**config.mk**
```make
export PLATFORM = sky130hd
export DESIGN_NAME = dma_engine
export DESIGN_NICKNAME = d
export VERILOG_FILES = /design/src/rtl/dma_pkg.sv /design/src/rtl/dma_cfg_regs.sv /design/src/rtl/dma_mover.sv /design/src/rtl/dma_status.sv /design/src/rtl/dma_engine.sv
export SDC_FILE = /design/constraint.sdc
export NUM_CORES = 1
export LEC_CHECK = 0
export BUFFER_PORTS_ARGS = -buffer_cell sky130_fd_sc_hd__clkbuf_2
export CAP_MARGIN = 20
export CORE_UTILIZATION = 45
export DETAILED_ROUTE_END_ITERATION = 10
export PLACE_DENSITY = 0.75
export SLEW_MARGIN = 25
export SYNTH_ARGS = -nofsm -noshare
export SYNTH_HDL_FRONTEND = slang
export SYNTH_HIERARCHICAL = 1
export SYNTH_SLANG_ARGS = --single-unit
export TNS_END_PERCENT = 50
```
**constraint.sdc**
```tcl
create_clock -name clk -period 5.3 [get_ports clk]
set_input_delay 0.265 -clock clk [delete_from_list [all_inputs] [get_ports clk]]
set_output_delay 0.265 -clock clk [all_outputs]
set_load 0.005 [all_outputs]
```
**src/rtl/dma_pkg.sv**
```systemverilog
package dma_pkg;

  typedef enum logic [1:0] {
    ST_IDLE  = 2'd0,
    ST_REQ   = 2'd1,
    ST_FETCH = 2'd2,
    ST_WRITE = 2'd3
  } dma_state_e;

  localparam logic [1:0] SEL_ADDR  = 2'd0;
  localparam logic [1:0] SEL_COUNT = 2'd1;
  localparam logic [1:0] SEL_CTRL  = 2'd2;
  localparam logic [1:0] SEL_STAT  = 2'd3;

  // True when a run of 'words' beats of 2**shift bytes starting at 'addr'
  // ends at or before the end of the page holding 'addr'.
  function automatic logic page_fits(input logic [63:0] addr,
                                     input logic [63:0] words,
                                     input int unsigned page_bits,
                                     input int unsigned shift);
    logic [63:0] mask;
    logic [63:0] span;
    mask = (64'd1 << page_bits) - 64'd1;
    span = (addr & mask) + (words << shift);
    return span <= (64'd1 << page_bits);
  endfunction

  // Address of the beat that follows 'addr'.
  function automatic logic [63:0] step_addr(input logic [63:0] addr,
                                            input int unsigned shift);
    return addr + (64'd1 << shift);
  endfunction

endpackage

```
**src/rtl/dma_cfg_regs.sv**
```systemverilog
module dma_cfg_regs
  import dma_pkg::*;
#(
  parameter int unsigned ADDR_W    = 32,
  parameter int unsigned CNT_W     = 11,
  parameter int unsigned PAGE_BITS = 12,
  parameter int unsigned SHIFT     = 2
) (
  input  logic              clk,
  input  logic              rst_n,
  input  logic              cfg_we,
  input  logic [1:0]        cfg_sel,
  input  logic [ADDR_W-1:0] cfg_wdata,
  input  logic              busy,
  output logic [ADDR_W-1:0] base_addr,
  output logic [CNT_W-1:0]  word_cnt,
  output logic              start_go,
  output logic              start_reject,
  output logic              start_empty,
  output logic              stat_clr
);

  logic start_hit;
  logic misaligned;
  logic fits;
  logic bad;

  always_ff @(posedge clk) begin
    if (!rst_n) begin
      base_addr <= '0;
      word_cnt  <= '0;
    end else if (cfg_we && !busy) begin
      if (cfg_sel == SEL_ADDR)  base_addr <= cfg_wdata;
      if (cfg_sel == SEL_COUNT) word_cnt  <= cfg_wdata[CNT_W-1:0];
    end
  end

  generate
    if (SHIFT > 0) begin : g_align
      assign misaligned = |base_addr[SHIFT-1:0];
    end else begin : g_noalign
      assign misaligned = 1'b0;
    end
  endgenerate

  assign fits      = page_fits(64'(base_addr), 64'(word_cnt), PAGE_BITS, SHIFT);
  assign bad       = misaligned || !fits;
  assign start_hit = cfg_we && (cfg_sel == SEL_CTRL) && cfg_wdata[0] && !busy;

  assign start_reject = start_hit && bad;
  assign start_empty  = start_hit && !bad && (word_cnt == '0);
  assign start_go     = start_hit && !bad && (word_cnt != '0);
  assign stat_clr     = cfg_we && (cfg_sel == SEL_STAT);

endmodule

```
**src/rtl/dma_mover.sv**
```systemverilog
module dma_mover
  import dma_pkg::*;
#(
  parameter int unsigned ADDR_W = 32,
  parameter int unsigned DATA_W = 32,
  parameter int unsigned CNT_W  = 11,
  parameter int unsigned SHIFT  = 2
) (
  input  logic              clk,
  input  logic              rst_n,
  input  logic              start_go,
  input  logic [ADDR_W-1:0] base_addr,
  input  logic [CNT_W-1:0]  word_cnt,
  input  logic              bus_gnt,
  input  logic              dev_valid,
  input  logic [DATA_W-1:0] dev_data,
  input  logic              mem_ready,
  input  logic              mem_err,
  output logic              bus_req,
  output logic              dev_pop,
  output logic              mem_wr,
  output logic [ADDR_W-1:0] mem_addr,
  output logic [DATA_W-1:0] mem_wdata,
  output logic              busy,
  output logic              beat_ok,
  output logic              last_beat,
  output logic              xfer_done,
  output logic              xfer_abort
);

  dma_state_e        state_q;
  logic [ADDR_W-1:0] addr_q;
  logic [CNT_W-1:0]  left_q;
  logic [DATA_W-1:0] data_q;
  logic              beat_fire;

  assign beat_fire  = (state_q == ST_WRITE) && mem_ready;
  assign beat_ok    = beat_fire && !mem_err;
  assign xfer_abort = beat_fire && mem_err;
  assign last_beat  = (left_q == CNT_W'(1));
  assign xfer_done  = beat_ok && last_beat;

  assign bus_req   = (state_q != ST_IDLE);
  assign busy      = bus_req;
  assign dev_pop   = (state_q == ST_FETCH) && dev_valid;
  assign mem_wr    = (state_q == ST_WRITE);
  assign mem_addr  = addr_q;
  assign mem_wdata = data_q;

  always_ff @(posedge clk) begin
    if (!rst_n) begin
      state_q <= ST_IDLE;
      addr_q  <= '0;
      left_q  <= '0;
      data_q  <= '0;
    end else begin
      unique case (state_q)
        ST_IDLE: begin
          if (start_go) begin
            addr_q  <= base_addr;
            left_q  <= word_cnt;
            state_q <= ST_REQ;
          end
        end
        ST_REQ: begin
          if (bus_gnt) state_q <= ST_FETCH;
        end
        ST_FETCH: begin
          if (dev_valid) begin
            data_q  <= dev_data;
            state_q <= ST_WRITE;
          end
        end
        ST_WRITE: begin
          if (xfer_abort) begin
            state_q <= ST_IDLE;
          end else if (beat_ok) begin
            addr_q  <= ADDR_W'(step_addr(64'(addr_q), SHIFT));
            left_q  <= left_q - CNT_W'(1);
            state_q <= last_beat ? ST_IDLE : ST_FETCH;
          end
        end
        default: state_q <= ST_IDLE;
      endcase
    end
  end

endmodule

```
**src/rtl/dma_status.sv**
```systemverilog
module dma_status (
  input  logic clk,
  input  logic rst_n,
  input  logic set_done,
  input  logic set_err,
  input  logic clr,
  output logic done,
  output logic err,
  output logic irq
);

  always_ff @(posedge clk) begin
    if (!rst_n) begin
      done <= 1'b0;
      err  <= 1'b0;
    end else begin
      if (set_done)  done <= 1'b1;
      else if (clr)  done <= 1'b0;
      if (set_err)   err  <= 1'b1;
      else if (clr)  err  <= 1'b0;
    end
  end

  assign irq = done | err;

endmodule

```
**src/rtl/dma_engine.sv**
```systemverilog
module dma_engine
  import dma_pkg::*;
#(
  parameter int unsigned ADDR_W    = 32,
  parameter int unsigned DATA_W    = 32,
  parameter int unsigned CNT_W     = 11,
  parameter int unsigned PAGE_BITS = 12
) (
  input  logic              clk,
  input  logic              rst_n,
  input  logic              cfg_we,
  input  logic [1:0]        cfg_sel,
  input  logic [ADDR_W-1:0] cfg_wdata,
  output logic              bus_req_o,
  input  logic              bus_gnt_i,
  output logic              mem_wr_o,
  output logic [ADDR_W-1:0] mem_addr_o,
  output logic [DATA_W-1:0] mem_wdata_o,
  input  logic              mem_ready_i,
  input  logic              mem_err_i,
  input  logic              dev_valid_i,
  input  logic [DATA_W-1:0] dev_data_i,
  output logic              dev_pop_o,
  output logic              irq_o,
  output logic              busy_o,
  output logic              done_o,
  output logic              err_o
);

  localparam int unsigned SHIFT = $clog2(DATA_W / 8);

  logic [ADDR_W-1:0] base_addr;
  logic [CNT_W-1:0]  word_cnt;
  logic              start_go;
  logic              start_reject;
  logic              start_empty;
  logic              stat_clr;
  logic              beat_ok;
  logic              last_beat;
  logic              xfer_done;
  logic              xfer_abort;
  logic              xfer_stop;
  logic              end_evt;

  dma_cfg_regs #(
    .ADDR_W(ADDR_W), .CNT_W(CNT_W), .PAGE_BITS(PAGE_BITS), .SHIFT(SHIFT)
  ) u_cfg (
    .clk(clk), .rst_n(rst_n), .cfg_we(cfg_we), .cfg_sel(cfg_sel),
    .cfg_wdata(cfg_wdata), .busy(busy_o), .base_addr(base_addr),
    .word_cnt(word_cnt), .start_go(start_go), .start_reject(start_reject),
    .start_empty(start_empty), .stat_clr(stat_clr)
  );

  dma_mover #(
    .ADDR_W(ADDR_W), .DATA_W(DATA_W), .CNT_W(CNT_W), .SHIFT(SHIFT)
  ) u_mover (
    .clk(clk), .rst_n(rst_n), .start_go(start_go), .base_addr(base_addr),
    .word_cnt(word_cnt), .bus_gnt(bus_gnt_i), .dev_valid(dev_valid_i),
    .dev_data(dev_data_i), .mem_ready(mem_ready_i), .mem_err(mem_err_i),
    .bus_req(bus_req_o), .dev_pop(dev_pop_o), .mem_wr(mem_wr_o),
    .mem_addr(mem_addr_o), .mem_wdata(mem_wdata_o), .busy(busy_o),
    .beat_ok(beat_ok), .last_beat(last_beat), .xfer_done(xfer_done),
    .xfer_abort(xfer_abort)
  );

  dma_status u_stat (
    .clk(clk), .rst_n(rst_n),
    .set_done(xfer_done | start_empty),
    .set_err(xfer_abort | start_reject),
    .clr(stat_clr), .done(done_o), .err(err_o), .irq(irq_o)
  );

  assign xfer_stop = xfer_done | xfer_abort;
  assign end_evt   = xfer_stop | start_reject | start_empty;

endmodule

```
==> impl_metrics.toml <==
[status]
run_status = "finished clean"

[synthesis]
async_flop_share_pct = 0
most_area_consuming_cells_after_synthesis = "sky130_fd_sc_hd__dfxtp_1 (39%), sky130_fd_sc_hd__nand2_1 (12%), sky130_fd_sc_hd__a21oi_1 (5.5%)"
avgSynthCellArea_sq_um = 7.837
synth.yosys.warnings = 6
postSynthRegisterBits = 122
synth_area_sq_um = 6301
syn-num-nets = 891
synth_enable_flop_cells = 0
ys_seq_area_share_pct = 38.76
synth_largest_type_area_fraction_pct = 38.76
ys_dominant_reg_cell = "sky130_fd_sc_hd__dfxtp_1"
yosysUniqueCellTypes = 78
post_synth_inst_count = 804
synth_largest_area_cell = "sky130_fd_sc_hd__dfxtp_1"

[timing]
final-max-slew-violation-count = 0
maxSlewHeadroom_pct = 35.90
count_of_final_setup_violators = 0
worst-slew-pin-transition_ns = 0.9527
max_freq_mhz = 231.0
finalCritPeriodShare_pct = 81.69
tns_ns = 0
period_needed_ns = 4.329
rsz0062_at_grt = "false"
final_hold_viol_count = 0
hold_slack_ns = 0.06021
final.setup_skew_ns = 0.006546
worst_slack_ns = 0.9706

[min_path]
hold_crit_path_type = "primary input to flip-flop"

[final_layout]
fillerInstances = 1235
final_nets = 1008
layout_commonest_cell = "sky130_fd_sc_hd__nand2_1"
drive_gt1_share_pct = 22.21
utilization_pct = 56.72
final_design_area_no_fill_sq_um = 7631
mostFrequentLayoutCells = "sky130_fd_sc_hd__nand2_1 (196), sky130_fd_sc_hd__clkbuf_2 (143), sky130_fd_sc_hd__dfxtp_1 (122), sky130_fd_sc_hd__a21oi_1 (69), sky130_fd_sc_hd__a21boi_0 (33)"
area_growth_pct = 21.11
antenna_cells = 0

[die]
die_area_sq_um = 14480
placement_rows = 42
pin_count = 144
coreArea_sq_um = 13450
die_w_um = 120.3
die_y_um = 120.3
initial_core_util_pct = 46.84

[setup_path]
cp_data_arrival_time_ns = 4.63
worstPathBufferInverterCount = 1
critical_path_class = "flip-flop to flip-flop"
setup.worst_path.end_class = "flip-flop"
cp_max_fo = 21
max_stage_delay_ns = 0.61
path_cells = "ha_1 > a211oi_2 > nor3_1 > a211o_1 > a22o_1 > or4_4 > o31ai_2 > and4b_1 > or3b_2 > nand2_1 > buf_4 > nor2_1 > a311oi_1"
timing.critical_path.slowest_stage_cell = "sky130_fd_sc_hd__or3b_2"
critical_path_start_type = "flip-flop"
required_ns = 5.60
cp_top_family = "simple AND/OR/NAND/NOR gates"

[clock_tree]
cts_root_buffer = "sky130_fd_sc_hd__clkbuf_16"
clock_path_buffers = 2
post-cts-setup-buffers = 0
postCtsHoldBufs = 0
numClockSinks = 122
htree_levels = 4
clk_transition_reported_paths_ns = 0.05
clk_latency_worst_skew_pair_ns = 0.42
post_cts.resized_instances = 0
cts_buffers = 17
tritoncts_clock_tree = "yes"

[route]
drt-total-wl_um = 18790
drt-wirelength-per-cell_um = 16.96
ant_nets = 0
route.vias.total = 6553
drtIter0Drc = 700
drt_pass1_iterations = 5
viasPerCell = 5.914
post_detailed_route_drc_marker_count = 0

[run]
timing.max_cap.violations = 0

[placement]
port_buffers = 143
pre_cts_ws_ns = 1.035
detailedPlacementHpwl_um = 12900
routabilityCongestion = 0.9125
dpl-instance-area_sq_um = 7071

[power]
p_per_area_nw_per_um2 = 286.6
static-leakage-power_nw = 3.010
peakVddDrop_uv = 244.3

[grt]
grt_pass1_wl_um = 29100
gr-usage-all-layers_pct = 25.80
first_global_vias = 5619
maximum_number_of_pins_on_one_net_before_global_route_repair = 71
global_route.overflow_total = 0
antenna_found_initial = 0
-- metal layers --
layer	up-vias	track usage, %	routed length (um)
met5	-	0	0
met4	0	9.954	390
met3	30	7.217	1769
met2	379	38.58	8257
met1	3001	35.09	8373
li1	3143	-	-
-- worst reg2reg max path: cells and delay by family, from the launching register on --
kind	cells	cell delay (ns)
DFF	1	0.42
adders and majority gates	1	0.28
AOI/OAI and AO/OA	5	1.43
buffers and inverters	1	0.29
and+or+nand+nor	6	1.78
-- where the power goes --
part / switching, W / internal, W
Sequential: 0.0000195 / 0.000936
Clock: 0.000400 / 0.000683
Combinational: 0.0000831 / 0.0000652
-- synth_stat cells, types with 10 or more instances --
master and n:
sky130_fd_sc_hd__nand3_1 27, sky130_fd_sc_hd__nor3_1 18, sky130_fd_sc_hd__nor2_1 28, sky130_fd_sc_hd__a21boi_0 33, sky130_fd_sc_hd__nand4_1 13, sky130_fd_sc_hd__o21ai_0 23
sky130_fd_sc_hd__clkbuf_1 39, sky130_fd_sc_hd__o22ai_1 10, sky130_fd_sc_hd__and3_1 11, sky130_fd_sc_hd__a21oi_1 69, sky130_fd_sc_hd__and2_1 11, sky130_fd_sc_hd__a21boi_1 10
sky130_fd_sc_hd__nand2_1 197, sky130_fd_sc_hd__inv_1 10, sky130_fd_sc_hd__ha_1 13, sky130_fd_sc_hd__dfxtp_1 122
-- registers in the layout, indices dropped and copies added, names as in the netlist --
register / flops
u_cfg/word_cnt: 11
u_mover/left_q: 11
u_cfg/base_addr: 32
u_mover/state_q: 2
u_stat/done: 1
u_stat/err: 1
u_mover/mem_wdata: 32
u_mover/mem_addr: 32
-- final cells by class --
cell class,count,area (sq um),area share [%]
clock inverter,8,70.07,0.9182
timing repair buffer,153,790.8,10.36
multi-input combinational,615,3578,46.89
tap,176,220.2,2.886
clock buffer,22,484.2,6.345
sequential,122,2442,32.01
inverter,12,45.04,0.5903
-- through the flow --
| step | instances | power [W] |
|---|---|---|
| 2_1_floorplan | 804 | 0.001058 |
| 3_3_place_gp | 1078 | 0.001119 |
| 3_5_place_dp | 1078 | 0.001120 |
| 4_1_cts | 1108 | 0.002202 |
| 5_1_grt | 1108 | 0.002253 |
| 6_report | 1108 | 0.002187 |
-- cells by family (layout without fill, tap and decap cells) --
| kind of cell | after synthesis | count (layout) | share of synthesized area, % |
|---|---|---|---|
| AOI/OAI and AO/OA | 231 | 231 | 24.90 |
| xor gates and xnor gates | 7 | 7 | 0.9730 |
| adders and majority gates | 14 | 14 | 2.899 |
| buffers and inverters | 67 | 195 | 4.726 |
| DFF | 122 | 122 | 38.76 |
| muxes | 1 | 1 | 0.1589 |
| and+or+nand+nor | 362 | 362 | 27.58 |
-- worst paths after layout --
| path | from | end | slack (ns) | depth (start not counted) |
|---|---|---|---|---|
| worst max register to register | u_cfg/word_cnt[1] | u_mover/mem_addr[3] | 0.97 | 13 |
| worst max-delay path | u_cfg/word_cnt[1] | u_mover/mem_addr[3] | 0.97 | 13 |
| worst min-delay path | dev_data_i[28] | u_mover/mem_wdata[28] | 0.06 | 3 |
| worst min register to register | u_mover/mem_wdata[30] | u_mover/mem_wdata[30] | 0.45 | 2 |
Power figures use the tool's default switching activity.
